[config.mk]
export PLATFORM = sky130hd
export DESIGN_NAME = rx_fifo_timeout
export DESIGN_NICKNAME = d
export VERILOG_FILES = /design/src/rtl/rx_fifo_pkg.sv /design/src/rtl/rx_fifo_store.sv /design/src/rtl/rx_char_timer.sv /design/src/rtl/rx_fifo_timeout.sv
export SDC_FILE = /design/constraint.sdc
export NUM_CORES = 1
export LEC_CHECK = 0
export ABC_AREA = 1
export BUFFER_PORTS_ARGS = -buffer_cell sky130_fd_sc_hd__buf_2
export CORE_MARGIN = 2
export CORE_UTILIZATION = 40
export CTS_CLUSTER_SIZE = 16
export DETAILED_ROUTE_END_ITERATION = 6
export PLACE_DENSITY_LB_ADDON = 0.3
export SYNTH_ARGS = -nofsm -noshare
export SYNTH_HDL_FRONTEND = slang
export SYNTH_SLANG_ARGS = --single-unit
[constraint.sdc]
create_clock -name clk_i -period 4.1 [get_ports clk_i]
set_input_delay 0.82 -clock clk_i [delete_from_list [all_inputs] [get_ports clk_i]]
set_output_delay 0.82 -clock clk_i [all_outputs]
set_load 0.01 [all_outputs]
[src/rtl/rx_fifo_pkg.sv]
package rx_fifo_pkg;
  function automatic int trig_level(input logic [1:0] sel);
    case (sel)
      2'd0:    return 1;
      2'd1:    return 4;
      2'd2:    return 8;
      default: return 14;
    endcase
  endfunction

  // window in bit times: 4 * data bits + 12
  function automatic int timeout_bits(input logic [1:0] wl);
    return 4 * (int'(wl) + 5) + 12;
  endfunction
endpackage

[src/rtl/rx_fifo_store.sv]
module rx_fifo_store #(
  parameter int DEPTH = 16,
  parameter int DW    = 8,
  localparam int AW   = $clog2(DEPTH),
  localparam int CW   = $clog2(DEPTH + 1)
) (
  input  logic          clk_i,
  input  logic          rst_ni,
  input  logic          wr_i,
  input  logic [DW-1:0] wdata_i,
  input  logic          rd_i,
  input  logic          clr_i,
  input  logic [CW-1:0] cap_i,
  output logic [DW-1:0] rdata_o,
  output logic [CW-1:0] count_o,
  output logic          drop_o,
  output logic          pop_o
);
  logic [DW-1:0] mem_q [DEPTH];
  logic [AW-1:0] wp_q, rp_q;
  logic [CW-1:0] cnt_q;
  logic          push;

  assign pop_o   = rd_i && (cnt_q != '0) && !clr_i;
  assign push    = wr_i && (cnt_q < cap_i) && !clr_i;
  assign drop_o  = wr_i && (cnt_q >= cap_i) && !clr_i;
  assign rdata_o = mem_q[rp_q];
  assign count_o = cnt_q;

  always_ff @(posedge clk_i or negedge rst_ni) begin
    if (!rst_ni) begin
      wp_q  <= '0;
      rp_q  <= '0;
      cnt_q <= '0;
    end else if (clr_i) begin
      wp_q  <= '0;
      rp_q  <= '0;
      cnt_q <= '0;
    end else begin
      if (push) wp_q <= (wp_q == AW'(DEPTH - 1)) ? '0 : wp_q + 1'b1;
      if (pop_o) rp_q <= (rp_q == AW'(DEPTH - 1)) ? '0 : rp_q + 1'b1;
      case ({push, pop_o})
        2'b10:   cnt_q <= cnt_q + 1'b1;
        2'b01:   cnt_q <= cnt_q - 1'b1;
        default: cnt_q <= cnt_q;
      endcase
    end
  end

  for (genvar g = 0; g < DEPTH; g++) begin : g_mem
    always_ff @(posedge clk_i or negedge rst_ni) begin
      if (!rst_ni) mem_q[g] <= '0;
      else if (push && wp_q == AW'(g)) mem_q[g] <= wdata_i;
    end
  end

  AST_NO_OVERFLOW: assert property (@(posedge clk_i) disable iff (!rst_ni)
    cnt_q <= CW'(DEPTH));
  AST_FULL_HOLD: assert property (@(posedge clk_i) disable iff (!rst_ni)
    (wr_i && !rd_i && !clr_i && cnt_q == cap_i) |=> $stable(cnt_q));
endmodule

[src/rtl/rx_char_timer.sv]
module rx_char_timer #(
  parameter int TW = 6
) (
  input  logic       clk_i,
  input  logic       rst_ni,
  input  logic       tick_i,
  input  logic       restart_i,
  input  logic       flag_clr_i,
  input  logic       enable_i,
  input  logic [1:0] word_len_i,
  output logic       flag_o
);
  import rx_fifo_pkg::*;

  logic [TW-1:0] cnt_q;
  logic [TW-1:0] last;
  logic          run;

  assign last = TW'(timeout_bits(word_len_i) - 1);
  assign run  = enable_i && !flag_o && !restart_i;

  always_ff @(posedge clk_i or negedge rst_ni) begin
    if (!rst_ni) begin
      cnt_q  <= '0;
      flag_o <= 1'b0;
    end else begin
      if (restart_i || !enable_i) cnt_q <= '0;
      else if (run && tick_i) cnt_q <= (cnt_q >= last) ? '0 : cnt_q + 1'b1;

      if (flag_clr_i || !enable_i) flag_o <= 1'b0;
      else if (run && tick_i && cnt_q >= last) flag_o <= 1'b1;
    end
  end

  AST_TO_CLEARED: assert property (@(posedge clk_i) disable iff (!rst_ni)
    flag_clr_i |=> !flag_o);
  AST_TO_IDLE: assert property (@(posedge clk_i) disable iff (!rst_ni)
    !enable_i |=> !flag_o);
endmodule

[src/rtl/rx_fifo_timeout.sv]
module rx_fifo_timeout #(
  parameter int DEPTH = 16,
  parameter int DW    = 8,
  parameter int TW    = 6,
  localparam int CW   = $clog2(DEPTH + 1)
) (
  input  logic          clk_i,
  input  logic          rst_ni,
  input  logic          char_valid_i,
  input  logic [DW-1:0] char_data_i,
  input  logic          stop_mid_i,
  input  logic          bit_tick_i,
  input  logic [1:0]    word_len_i,
  input  logic [1:0]    trig_sel_i,
  input  logic          fifo_en_i,
  input  logic          rx_int_en_i,
  input  logic          fifo_clr_i,
  input  logic          rd_i,
  input  logic          status_rd_i,
  output logic [DW-1:0] rd_data_o,
  output logic          data_ready_o,
  output logic [CW-1:0] fill_o,
  output logic          overrun_o,
  output logic          data_avail_irq_o,
  output logic          timeout_irq_o
);
  import rx_fifo_pkg::*;

  logic [CW-1:0] cap, level, count;
  logic          drop, pop, to_flag, tmr_en, tmr_restart;

  assign cap   = fifo_en_i ? CW'(DEPTH) : CW'(1);
  assign level = fifo_en_i ? CW'(trig_level(trig_sel_i)) : CW'(1);

  rx_fifo_store #(.DEPTH(DEPTH), .DW(DW)) u_store (
    .clk_i   (clk_i),
    .rst_ni  (rst_ni),
    .wr_i    (char_valid_i),
    .wdata_i (char_data_i),
    .rd_i    (rd_i),
    .clr_i   (fifo_clr_i),
    .cap_i   (cap),
    .rdata_o (rd_data_o),
    .count_o (count),
    .drop_o  (drop),
    .pop_o   (pop)
  );

  assign tmr_en      = fifo_en_i && (count != '0);
  assign tmr_restart = stop_mid_i || rd_i || fifo_clr_i;

  rx_char_timer #(.TW(TW)) u_timer (
    .clk_i      (clk_i),
    .rst_ni     (rst_ni),
    .tick_i     (bit_tick_i),
    .restart_i  (tmr_restart),
    .flag_clr_i (rd_i || fifo_clr_i),
    .enable_i   (tmr_en),
    .word_len_i (word_len_i),
    .flag_o     (to_flag)
  );

  always_ff @(posedge clk_i or negedge rst_ni) begin
    if (!rst_ni) overrun_o <= 1'b0;
    else if (drop) overrun_o <= 1'b1;
    else if (status_rd_i) overrun_o <= 1'b0;
  end

  assign fill_o           = count;
  assign data_ready_o     = count != '0;
  assign data_avail_irq_o = rx_int_en_i && (count >= level);
  assign timeout_irq_o    = rx_int_en_i && to_flag;

  AST_OVR_SET: assert property (@(posedge clk_i) disable iff (!rst_ni)
    drop |=> overrun_o);
  AST_TO_NONEMPTY: assert property (@(posedge clk_i) disable iff (!rst_ni)
    to_flag |-> count != '0);
  AST_CLR_ALL: assert property (@(posedge clk_i) disable iff (!rst_ni)
    fifo_clr_i |=> (count == '0) && !to_flag);
  AST_SINGLE_NO_TO: assert property (@(posedge clk_i) disable iff (!rst_ni)
    !fifo_en_i |=> !to_flag);
  AST_POP_SHRINKS: assert property (@(posedge clk_i) disable iff (!rst_ni)
    (pop && !char_valid_i) |=> count == $past(count) - 1'b1);
endmodule

### Word level (Yosys, flattened, before mapping)

Cells that the tools add are included.

* word-level logic and storage cells: 124
* flip-flop bits (word level): 149
* output and inout port bits: 17
* input port bits: 22

* equal/unequal tests: 20
* add/subtract/negate cells: 8
* reductions and logical operators: 47
* bitwise gates (word level): 1
* muxes and demuxes: 21
* order comparisons: 5

Operators with widths (count)
* $eq 4x4->1 const B: 9
* $bmux 8 s4: 1
* $logic_and 1x1->1: 29
* $mux 4: 6
* $mux 6: 3
* $eq 4x3->1 const B: 4
* $mux 8: 2
* $mux 5: 3
* $pmux 4 s3: 1
* $ge 5x5->1: 2
* $pmux 5 s2: 1
* $reduce_bool 2->1: 5
* $add 4x1->4 const B: 2
* $eq 4x2->1 const B: 2
* $add 6x1->6 const B: 1
* $add 6x5->6 const B: 1
* $ge 6x6->1: 1
* $sub 6x2->6 const B: 1
* $add 5x1->5 const B: 1
* $ge 5x5->1 const B: 1
* $logic_or 1x1->1: 5
* $lt 5x5->1: 1
* $not 4->5: 1
* $reduce_bool 5->1: 1
* other kinds (10): 18

### Logic depth before layout (Yosys ltp)

* depth in word-level cells: 8
* gate-level depth with buffers: 19
* depth with buffers taken out: 19

### Cells and area by module

Synthesis repeated with hierarchy kept, for this count alone.

* cells, all modules: 934
* area, all modules: 7723.7 µm²

Modules (own cells, without submodules)
* rx_fifo_store: area an instance 6967.9 µm², seq. area each 3528.4 µm², cells an instance 825, instances 1
* rx_char_timer: area an instance 545.5 µm², seq. area each 175.2 µm², cells an instance 72, instances 1
* rx_fifo_timeout: area an instance 210.2 µm², seq. area each 25.0 µm², cells an instance 37, instances 1

### Least setup slack after synthesis

Ideal clock, no wire load.

* path kind: input port to flip-flop
* from: input fifo_en_i
* to: register u_store.cnt_q[4] (netlist: u_store.count_o[4])
* library setup time: 0.117 ns
* data arrival time: 2.600 ns
* path buffers: 0
* stages on the path: 15
* setup slack: 1.383 ns
* required time: 3.983 ns
* cell sequence: inv_1 ha_1 nand2_2 nand3_4 nand2_2 inv_1 ha_1 a21oi_1 nand3_1 nand2_1 inv_1 nand2_1 nand2_1 nand2_1 nand2_1

* word-level cells in the longest chain between the ends: 7
* elaborated cells on any way between the ends: 9
* those cells by class: order compare (1); eq/ne (2); mux (3); reduce/logical (3)

RTL lines
* start: declaration: line rx_fifo_timeout.sv:15 `input logic fifo_en_i,`
* $mux 5 *: line rx_fifo_timeout.sv:32 `assign cap = fifo_en_i ? CW'(DEPTH) : CW'(1);`
* $lt 5x5->1 *: line rx_fifo_store.sv:25 `assign push = wr_i && (cnt_q < cap_i) && !clr_i;`
* $logic_and 1x1->1 * (2 in a row): line rx_fifo_store.sv:25
* $eq 2x1->1 or $eq 2x2->1 (tied branches): line rx_fifo_store.sv:42 `case ({push, pop_o})`
* $pmux 5 s2: line rx_fifo_store.sv:42
* $mux 5: line rx_fifo_store.sv:35 `end else if (clr_i) begin`
* end signal: assignment: line rx_fifo_store.sv:43 `2'b10: cnt_q <= cnt_q + 1'b1;`
* end signal: assignment: line rx_fifo_store.sv:44 `2'b01: cnt_q <= cnt_q - 1'b1;`
* end signal: assignment: line rx_fifo_store.sv:45 `default: cnt_q <= cnt_q;`
* end: declaration: line rx_fifo_store.sv:21 `logic [CW-1:0] cnt_q;`

Mark *: on every way between the ends. The rest lies on a longest branch, timed or not.
A chain may end at the register's enable or synchronous reset.

### Final worst setup path

* from: register u_store.rp_q[1]
* to: output rd_data_o[4]

* word-level cells in the longest chain between the ends: 4

RTL lines
* start: declaration: line rx_fifo_store.sv:20 `logic [AW-1:0] wp_q, rp_q;`
* start signal: assignment: line rx_fifo_store.sv:41 `if (pop_o) rp_q <= (rp_q == AW'(DEPTH - 1)) ? '0 : rp_q + 1'b1;`
* $not 4->5 (implied by the code): line rx_fifo_store.sv:27 `assign rdata_o = mem_q[rp_q];`
* $bmux 8 s4: line rx_fifo_store.sv:27
* $mux 8 (implied by the code) (2 in a row): line rx_fifo_store.sv:27
* end: declaration: line rx_fifo_timeout.sv:20 `output logic [DW-1:0] rd_data_o,`

Every way passes these cells. The select of a mux whose other input is x is not followed.

==> results.ini <==
[floorplanning]
core.rowCount = 50
pin_count = 39
dieArea_mm2 = 0.0202
fp.dieH_um = 142
die_w_um = 142
core_mm2 = 0.0187
start_util_pct = 40.8

[critical_path]
r2r_setup_slack_ns = 1.43
arrival_ns = 2.44
required_ns = 3.28
end_kind = output pin
path_delay_family = buffers and inverters
cp_max_fo = 25
rr_endpoint = u_store.count_o[4]
crit_type = reg -> out
cp_slowest_cell = inv_1
reg2reg_depth = 18
worstSetupStartpointType = flip-flop
reg2reg_from = u_store.count_o[0]
max_stage_delay_ns = 0.64
worst_path_most_repeated_cell = o211ai_1
cp_cell_sequence = inv_1, o21ai_0, o211ai_1, o211ai_1, nand2_1, buf_2
cp_num_buf_inv = 2

[pwr]
p_comb_share_pct = 29.6
ir_drop_v = 0.000280
p_sw_mw = 1.67
power_frac_clock_pct = 34.6
p_total_mw = 4.93
power.leakage_nw = 4.04
pwr-share-seq_pct = 35.7
powerDensity_mw_per_mm2 = 576
swShare_pct = 33.9
p_int_mw = 3.26

[cells_and_area]
fin_util_pct = 45.8
nNetsFinal = 936
diodes = 0
syn_to_final_growth_pct = 12.3
final_area_mm2 = 0.00857
final_common_cell = nand2_1
multiInputGateArea_mm2 = 0.00343
ff_latch_area_mm2 = 0.00373
final_cell_mix = nand2_1, dfrtp_1, o21ai_1
n_fill_cell = 1794
drive_gt1_share_pct = 13.8

[routing]
route.vias.total = 5982
drc_errors = 0
drt-met1-wl_mm = 8.43
drt_iter0_markers = 460
highest_layer = met4
wl_met3_um = 863
wl_met2_mm = 8.92
first_pass_iters = 5
routedWlPerCell_um = 16.3
drt_wl_total_mm = 18.5
viasPerCell = 5.25
antenna_left = 0

[clocking]
cts_tree = built
ctsResizeCount = 0
clkTransAtPathRegs_ns = 0.06
post_cts_buffers = 0
clock-sinks = 149
clock_path_buffers = 2
holdBufCountCts = 0
h-tree-depth = 4
root_buffer = clkbuf_16
cts_made_buffers = 17
clk_latency_ns = 0.44

[global_routing]
grt_pass1_vias = 5944
grt_first_pass_wirelength_mm = 31.5
grt_antenna_before_repair = 0
track_usage_pct = 20.1
gr-total-overflow = 0
grt_max_degree = 84

[sta]
fin_crit_sh_pct = 79.6
setup_viol = 0
relSlewSlack_pct = 38.3
fmax_ghz = 0.306
drv_slew = 0
hold_violations = 0
fin_setup_tns_ns = 0
max_slew.worst_pin.slew_ns = 0.926
grt_setup_unrepaired = no
fin_worst_skew_ns = 0.0102
final.min_clock_period_ns = 3.26

[status]
status = finished, final reports clean

[yosys]
synth_area_mm2 = 0.00763
ys_types = 32
syn_avg_cell_area_um2 = 8.68
yosysWarnings = 0
async_reset_ff_share_pct = 100
synth_ff_type = dfrtp_1
synth-seq-cells = 149
synthesis.nets = 923
synth-seq-area-share_pct = 48.9
synth_area_leaders = dfrtp_1, nand2_1, o21ai_1
yosysTopAreaCell = dfrtp_1
syn_inst = 879
synth_top_area_share_pct = 48.9
synth-edff-count = 0

[placement]
place.port_buffers = 38
placed_area_mm2 = 0.00793
dpl.hpwl_mm = 11.7
gp_congestion = 0.794

[job]
cap_violations = 0

[worst_hold_path]
min_path_type = in -> async

-- logic make-up (layout without fill, tap and decap cells) --
group	count (synthesis)	count (layout)	share of synthesized area (%)
compound gates	264	264	19.9
buf+inv	105	131	6.13
simple gates	331	331	20.5
fa+ha+maj	22	22	3.71
flops	149	149	48.9
xor+xnor	8	8	0.918
-- area by class of cell --
class	count	share of cell area, %
Sequential cell	149	43.5
Tap cell	234	3.42
Clock inverter	8	1.68
Clock buffer	24	5.85
Inverter	55	2.53
Multi-Input combinational cell	625	40.1
Timing Repair Buffer	44	2.96
-- routing by layer --
layer  global-route usage [%]  vias up
li1                         -     2995
met1                     26.4     2828
met2                     33.2      137
met3                     4.27       22
met4                     6.32        0
met5                        0        -
-- state kept, by name, summed over array words and instances (netlist names) --
register	flops
u_store.rp_q	4
u_store.mem_q	128
u_timer.cnt_q	6
u_store.wp_q	4
overrun_o	1
u_store.count_o	5
u_timer.flag_o	1
-- synth_stat cells, types with 2 or more instances --
cell type,count
a21oi_1,8
buf_2,15
buf_6,6
clkbuf_1,29
dfrtp_1,149
ha_1,21
inv_1,53
inv_6,2
nand2_1,198
nand2_2,7
nand2_4,2
nand3_1,21
nand3_4,8
nand3b_1,2
nand4_4,3
nor2_1,75
nor2_4,2
nor2_8,3
nor3_1,5
nor3_2,2
o211ai_1,40
o21ai_0,76
o21ai_1,101
o21ai_2,19
o22ai_1,19
xnor2_1,4
xor2_1,4
-- how the worst max path moves through the flow --
stage / endpoint / depth (start not counted) / from
final: rd_data_o[4] / 6 / u_store.rp_q[1]
after global routing: rd_data_o[4] / 6 / u_store.rp_q[1]
after CTS: rd_data_o[4] / 6 / u_store.rp_q[1]
after detailed placement: u_store.count_o[4] / 16 / fifo_en_i
after global placement: u_store.count_o[4] / 16 / fifo_en_i
after floorplan: u_store.count_o[4] / 15 / fifo_en_i
-- power by group through the flow --
stage                     registers [mW]  clock network (mW)  logic, mW
after floorplan                     1.77                   0       1.01
after global placement              1.78                   0       1.46
after detailed placement            1.79                   0       1.47
after CTS                           1.76                1.72       1.48
after global routing                1.79                1.80       1.66
final                               1.76                1.71       1.46
-- per-stage QoR --
stage,hold WS [ns],setup WS [ns],std cells
finish,0.426,0.837,1139
detailed placement,0.464,1.03,1107
CTS,0.479,0.866,1139
global placement,0.460,1.09,1107
global route,0.499,0.717,1139
floorplan,0.450,1.38,879
Power figures use the tool's default switching activity.
